$ cat config.mk
export PLATFORM = sky130hd
export DESIGN_NAME = hub_resp_arb
export DESIGN_NICKNAME = d
export VERILOG_FILES = /design/src/rtl/hub_pkg.sv /design/src/rtl/hub_resp_arb.sv
export SDC_FILE = /design/constraint.sdc
export NUM_CORES = 1
export LEC_CHECK = 0
export BUFFER_PORTS_ARGS = -buffer_cell sky130_fd_sc_hd__buf_2
export CELL_PAD_IN_SITES_DETAIL_PLACEMENT = 0
export CELL_PAD_IN_SITES_GLOBAL_PLACEMENT = 1
export CORE_MARGIN = 4
export CORE_UTILIZATION = 26
export CTS_CLUSTER_DIAMETER = 100
export DETAILED_ROUTE_END_ITERATION = 12
export GPL_TIMING_DRIVEN = 0
export PLACE_DENSITY_LB_ADDON = 0.1
export SETUP_SLACK_MARGIN = 0.4
export SYNTH_ARGS = -nofsm -noshare
export SYNTH_HDL_FRONTEND = slang
export SYNTH_SLANG_ARGS = --single-unit
$ cat constraint.sdc
create_clock -name clk -period 6.7 [get_ports clk]
set_clock_uncertainty 0.15 [all_clocks]
set_input_delay 0.67 -clock clk [delete_from_list [all_inputs] [get_ports clk]]
set_output_delay 0.67 -clock clk [all_outputs]
set_load 0.01 [all_outputs]
$ cat src/rtl/hub_pkg.sv
package hub_pkg;

  // advance a port index by one with wrap to zero
  function automatic int unsigned wrap_next(input int unsigned idx, input int unsigned n);
    return (idx + 1 >= n) ? 0 : idx + 1;
  endfunction

  // add an offset to a port index modulo n (offset < n)
  function automatic int unsigned wrap_add(input int unsigned idx, input int unsigned off,
                                           input int unsigned n);
    int unsigned s;
    s = idx + off;
    return (s >= n) ? s - n : s;
  endfunction

endpackage

$ cat src/rtl/hub_resp_arb.sv
module hub_resp_arb #(
  parameter int N     = 8,
  parameter int W     = 32,
  parameter int SEL_W = 3
) (
  input  logic             clk,
  input  logic             rst_n,
  input  logic [N-1:0]     mask,
  input  logic [N-1:0]     rout_valid,
  input  logic [N*W-1:0]   rout_data,
  input  logic [N-1:0]     rout_last,
  output logic [N-1:0]     rout_ready,
  output logic             tout_valid,
  output logic [W-1:0]     tout_data,
  output logic             tout_last,
  input  logic             tout_ready,
  output logic             busy,
  output logic [SEL_W-1:0] cur
);
  import hub_pkg::*;

  logic [N-1:0]     req;
  logic [SEL_W-1:0] ptr_q;
  logic [SEL_W-1:0] gnt_q;
  logic             lock_q;
  logic [SEL_W-1:0] pick;
  logic             fire;
  logic             live;

  // first requester at or after the pointer, wrapping
  function automatic logic [SEL_W-1:0] rr_pick(input logic [N-1:0] r, input logic [SEL_W-1:0] p);
    logic [SEL_W-1:0] res;
    logic             found;
    int unsigned      idx;
    res   = p;
    found = 1'b0;
    for (int k = 0; k < N; k++) begin
      idx = wrap_add(int'(p), k, N);
      if (!found && r[idx]) begin
        res   = SEL_W'(idx);
        found = 1'b1;
      end
    end
    return res;
  endfunction

  assign req  = rout_valid & mask;
  assign pick = rr_pick(req, ptr_q);
  assign cur  = lock_q ? gnt_q : pick;
  assign live = lock_q || (|req);
  assign tout_valid = lock_q ? rout_valid[gnt_q] : (|req);
  assign tout_data  = rout_data[cur*W +: W];
  assign tout_last  = rout_last[cur];
  assign fire = tout_valid && tout_ready;
  assign busy = lock_q;

  for (genvar i = 0; i < N; i++) begin : g_rdy
    assign rout_ready[i] = live && tout_ready && (cur == SEL_W'(i));
  end

  always_ff @(posedge clk or negedge rst_n) begin
    if (!rst_n) begin
      ptr_q  <= '0;
      gnt_q  <= '0;
      lock_q <= 1'b0;
    end else if (fire) begin
      if (tout_last) begin
        lock_q <= 1'b0;
        ptr_q  <= SEL_W'(wrap_next(int'(cur), N));
      end else begin
        lock_q <= 1'b1;
        gnt_q  <= cur;
      end
    end
  end

endmodule

======== Yosys cells after proc, flatten, opt, wreduce, memory -nomap -nowiden ========
Cells that the tools add are included.
W data, S select, Z words.
storage, ports and cells
  register bits after elaboration ......... 7
  input bits .............................. 283
  output and inout bits ................... 46
  word-level logic and storage cells ...... 124
cells by class
  add/subtract/negate cells ............... 16
  order comparisons ....................... 19
  equal/unequal tests ..................... 7
  shift operators ......................... 1
  mux-type cells .......................... 47
  bitwise operators ....................... 2
  reduce and logical (&&, ||, !) cells .... 29
operator list
  operator               number
  $lt A32 B4 Y1 const B  8
  $mux W32               8
  $shiftx A256 B9 Y32    1
  $sub A4 B4 Y5 const B  7
  $ge A4 B4 Y1 const B   8
  $bmux W1 S3            10
  $mux W3                10
  $mux W1                19
  $logic_and A1 B1 Y1    17
  $add A3 B3 Y4 const B  4
  $eq A3 B3 Y1 const B   4
  $add A3 B1 Y4 const B  2
  $add A3 B2 Y4 const B  2
  $and A8 B8 Y8          1
  $lt A3 B4 Y1 const B   2
  $reduce_or A8 Y1       1
  $logic_not A1 Y1       7
  $eq A3 B2 Y1 const B   2
  $sub A3 B4 Y5 const B  1
  $ge A3 B4 Y1 const B   1
  $reduce_and A2 Y1      2
  $eq A3 B1 Y1 const B   1
  $logic_not A3 Y1       1
  $logic_or A1 B1 Y1     1
  $not A1 Y1             1

======== Longest topological paths before layout ========
  depth after elaboration ................. 31
  mapped depth ............................ 18
  gate-level depth less buffers ........... 14

======== Worst setup path after synthesis ========
Ideal clock, no wire load.
  path type ............................... register to output
  from .................................... register ptr_q[1]
  to ...................................... output rout_ready[7]
  data arrival time ....................... 4.061 ns
  required time ........................... 5.880 ns
  setup slack ............................. 1.819 ns
  stages on the path, launching flop included .. 17
  path buffers ............................ 4
  cell sequence ........................... dfrtp_1 > buf_2 > inv_1 > ha_1 > xnor2_1 > mux4_2 > or3b_1 > nand4bb_1 > a211o_1 > o211a_1 > inv_1 > buf_2 > buf_2 > buf_1 > ha_1 > ha_1 > and2_1
between the ends
  longest elaborated chain between the ends .. 29
  elaborated cells on any way between the ends .. 79
  classes of those cells .................. add/sub: 15; order compare: 8; eq/ne: 1; mux: 40; reduce/logical: 15
RTL lines
  what                                                    line                RTL
  start, declared                                         hub_resp_arb.sv:23  logic [SEL_W-1:0] ptr_q;
  start signal, assigned                                  hub_resp_arb.sv:69  ptr_q <= SEL_W'(wrap_next(int'(cur), N));
  branches (longest 25 deep; another with $sub A4 B4 Y5)  n/a
  $mux W3 *                                               hub_resp_arb.sv:39  if (!found && r[idx]) begin
  $mux W3 *                                               hub_resp_arb.sv:49  assign cur = lock_q ? gnt_q : pick;
  named net cur[0]                                        hub_resp_arb.sv:18  output logic [SEL_W-1:0] cur
  $eq A3 B3 Y1 *                                          hub_resp_arb.sv:58  assign rout_ready[i] = live && tout_ready && (cur == SEL_W'(i));
  $logic_and A1 B1 Y1 *                                   hub_resp_arb.sv:58
  end, declared                                           hub_resp_arb.sv:12  output logic [N-1:0] rout_ready,
Mark *: on every way through the listed nets, which the timed path passes. The select of a mux whose other input is x is not followed.

======== Worst setup path in the final report ========
  from .................................... input rout_valid[4]
  to ...................................... output tout_data[2]
between the ends
  longest elaborated chain between the ends .. 27
  elaborated cells on any way between the ends .. 48
  classes of those cells .................. shift: 1; mux: 32; bitwise: 1; reduce/logical: 14
RTL lines
  what                           line                RTL
  start, declared                hub_resp_arb.sv:9   input logic [N-1:0] rout_valid,
  $and A8 B8 Y8 *                hub_resp_arb.sv:47  assign req = rout_valid & mask;
  $bmux W1 S3                    hub_resp_arb.sv:39
  $mux W1 (not written as such)  hub_resp_arb.sv:39
  $mux W1                        hub_resp_arb.sv:39
  $logic_not A1 Y1               hub_resp_arb.sv:39
  $logic_and A1 B1 Y1            hub_resp_arb.sv:39
  $mux W1                        hub_resp_arb.sv:39
  $logic_not A1 Y1               hub_resp_arb.sv:39
  [11 not listed]                n/a
  $logic_not A1 Y1               hub_resp_arb.sv:39
  $logic_and A1 B1 Y1            hub_resp_arb.sv:39
  $mux W1                        hub_resp_arb.sv:39
  $logic_not A1 Y1               hub_resp_arb.sv:39
  $logic_and A1 B1 Y1            hub_resp_arb.sv:39
  $mux W3 *                      hub_resp_arb.sv:39
  $mux W3 *                      hub_resp_arb.sv:49
  $shiftx A256 B9 Y32 *          hub_resp_arb.sv:52  assign tout_data = rout_data[cur*W +: W];
  end, declared                  hub_resp_arb.sv:14  output logic [W-1:0] tout_data,
Every way passes the cells marked *; elsewhere a longest branch is shown, timed or not. The select of a mux whose other input is x is not followed.

==> impl_metrics.csv <==
group,metric,value,unit
finish,layout-drive-gt1-share,36.9,%
critical_path,slowest_delay,950,ps
clock_tree,cts-buffers-inserted,3,
global_routing,grt_antenna_before_repair,3,
detailed_routing,vias_per_cell,5.19,
critical_path,cp.arrival,5080,ps
clock_tree,cts_tree,"built",
finish,fillers,1781,
run_status,outcome,"complete, no violations",
die,num_rows,44,
place,dp.final_hpwl,19900,µm
detailed_routing,first_pass_iters,5,
clock_tree,htreeDepth,1,
clock_tree,hold_buffers,0,
die,dieArea,0.0171,mm²
global_routing,grt_pass1_vias,6127,
yosys,ys_ff_latch,7,
clock_tree,cts_resized,0,
die,io_pins,329,
sta,hold_violations,0,
finish,design_area,0.00589,mm²
finish,syn_to_final_growth,50.1,%
min_path,hold_path_class,"input pin to async pin",
global_routing,grtUsageTotal,25.3,%
yosys,syn_nets,989,
yosys,synth_cell_types,66,
critical_path,critPathCaptureType,"primary output",
place,portBuffers,328,
sta,period_share,88.1,%
clock_tree,insertion_delay,230,ps
sta,fin_setup_tns,0,ps
detailed_routing,drt_iter0_drc,301,
global_routing,grt_max_degree,13,
die,coreArea,0.0146,mm²
critical_path,cp_top_family,"compound AO/OA/AOI/OAI gates",
die,start_util,26.8,%
yosys,ys.flop_type,"dfrtp_1",
clock_tree,clock_path_buffers,2,
sta,clock.fmax,169,MHz
place,placed_cell_area,0.00579,mm²
critical_path,path_cells,"buf_2 > nand2_1 > o21ai_0 > nor3_1 > o41ai_1 > or2_1 > o41ai_2 > nor2_2 > clkbuf_1 > clkbuf_1 > nand2_1 > nand3_1 > o21ai_1 > o21ai_0 > buf_2",
sta,slew_headroom,27.8,%
die,die_x,131,µm
yosys,async_flop_share,100,%
critical_path,crit_fanout,10,
critical_path,cpMaxStageDelayCell,"o41ai_1",
sta,tightest_slew,1070,ps
sta,setup_viol,0,
yosys,netlist_area,0.00392,mm²
sta,drv_slew,0,
yosys,synth_edf_count,0,
yosys,ys_warn_count,0,
sta,layout_min_cycle_time,5900,ps
detailed_routing,totalWireLength,23600,µm
global_routing,grt_pass1_wl,33900,µm
clock_tree,root_buffer,"clkbuf_16",
job,drv_cap,0,
global_routing,grt-ovfl-total,0,
detailed_routing,vias,6322,
critical_path,startpoint_type,"input pin",
detailed_routing,post_drt_wl_per_cell,19.4,µm
clock_tree,clkSinkCount,7,
sta,holdWs,109,ps
clock_tree,cts_setup_buffers,0,
critical_path,cp.buffers_inverters,4,
detailed_routing,drc_errors,0,
yosys,seq_area_frac_synth,4.47,%
yosys,avgSynthCellArea,5.62,µm²
die,dieHeight,131,µm
clock_tree,clk_pin_slew,40,ps
detailed_routing,ant_nets,0,
place,place.gp.congestion,0.962,
yosys,syn_inst,698,
critical_path,worst_ep_required_time,5880,ps
critical_path,path_class,"input pin to primary output",
finish,fin_nets,1322,
sta,rsz0062_at_grt,"no",
synth_stat cells, types with 5 or more instances:
master | number | area, µm²
nand2_1 | 217 | 815
nor2_1 | 108 | 405
o21ai_1 | 44 | 220
nand3_1 | 40 | 200
and3_1 | 35 | 219
a311o_1 | 32 | 320
o21ai_0 | 31 | 155
clkbuf_1 | 29 | 109
buf_2 | 19 | 95.1
mux4_2 | 10 | 225
a21oi_1 | 9 | 45.0
ha_1 | 8 | 100
dfrtp_1 | 7 | 175
buf_4 | 6 | 45.0
and2_1 | 5 | 31.3
nor2b_1 | 5 | 31.3
registers in the layout (all words and copies together) (netlist names):
register,cells
gnt_q,3
ptr_q,3
busy,1
logic make-up after synthesis:
kind of cell	Yosys count	synth area share, %
flops	7	4.47
simple gates	433	47.2
xor+xnor	4	0.893
buf+inv	65	7.40
compound gates	161	28.9
fa+ha+maj	8	2.55
mux	20	8.58
metrics by stage:
stage | cells | utilization (%) | setup slack, ps
floorplan | 698 | - | 1820
global placement | 1210 | 39.6 | 885
detailed placement | 1210 | 39.6 | 874
CTS | 1214 | 40.1 | 640
global route | 1217 | 40.2 | 419
finish | 1219 | 40.2 | 796
placed cells by master, fill, tap and decap left out, types with 5 or more instances in the layout:
cell      netlist  routed
buf_4           6       6
ha_1            8       8
a21oi_1         9       9
nand2_1       217     217
and2_1          5       5
dfrtp_1         7       7
o21ai_1        44      44
a311o_1        32      32
nor2_1        108     108
mux4_2         10      10
clkbuf_1       29      29
diode_2         0       5
nor2b_1         5       5
and3_1         35      35
buf_2          19     347
nand3_1        40      40
o21ai_0        31      31
path summary, 6_finish.rpt:
| kind | slack [ps] | depth (start not counted) | from | end |
|---|---|---|---|---|
| worst min-delay path | 110 | 1 | rst_n | gnt_q[2] |
| min in group clk | 470 | 1 | gnt_q[2] | gnt_q[2] |
| worst max-delay path | 800 | 15 | rout_valid[4] | tout_data[2] |
| worst min register to register | 470 | 1 | gnt_q[2] | gnt_q[2] |
| max in group asynchronous | 6130 | 1 | rst_n | gnt_q[0] |
| worst max register to register | 1390 | 17 | ptr_q[1] | ptr_q[2] |
final cells by class:
type | count | area [µm²] | share of cell area, %
diodes | 5 | 12.5 | 0.212
clock buffers | 4 | 78.8 | 1.34
repair buffers | 328 | 1640 | 27.9
multi-input cells | 626 | 3460 | 58.7
inverters | 7 | 26.3 | 0.446
well taps | 184 | 230 | 3.91
plain buffers | 58 | 267 | 4.53
flip-flops and latches | 7 | 175 | 2.97
routing by layer:
layer  routed length [µm]  GRT usage, %  vias to the layer above
met4                  601          6.47                        0
met1                 9790          32.2                     2899
met2                11400          44.0                      262
met3                 1770          4.80                       34
li1                     -             -                     3127
met5                    0             0                        -
Power is not shown: default switching activity piles up to over one toggle a cycle in this logic, so the estimate is an artifact.
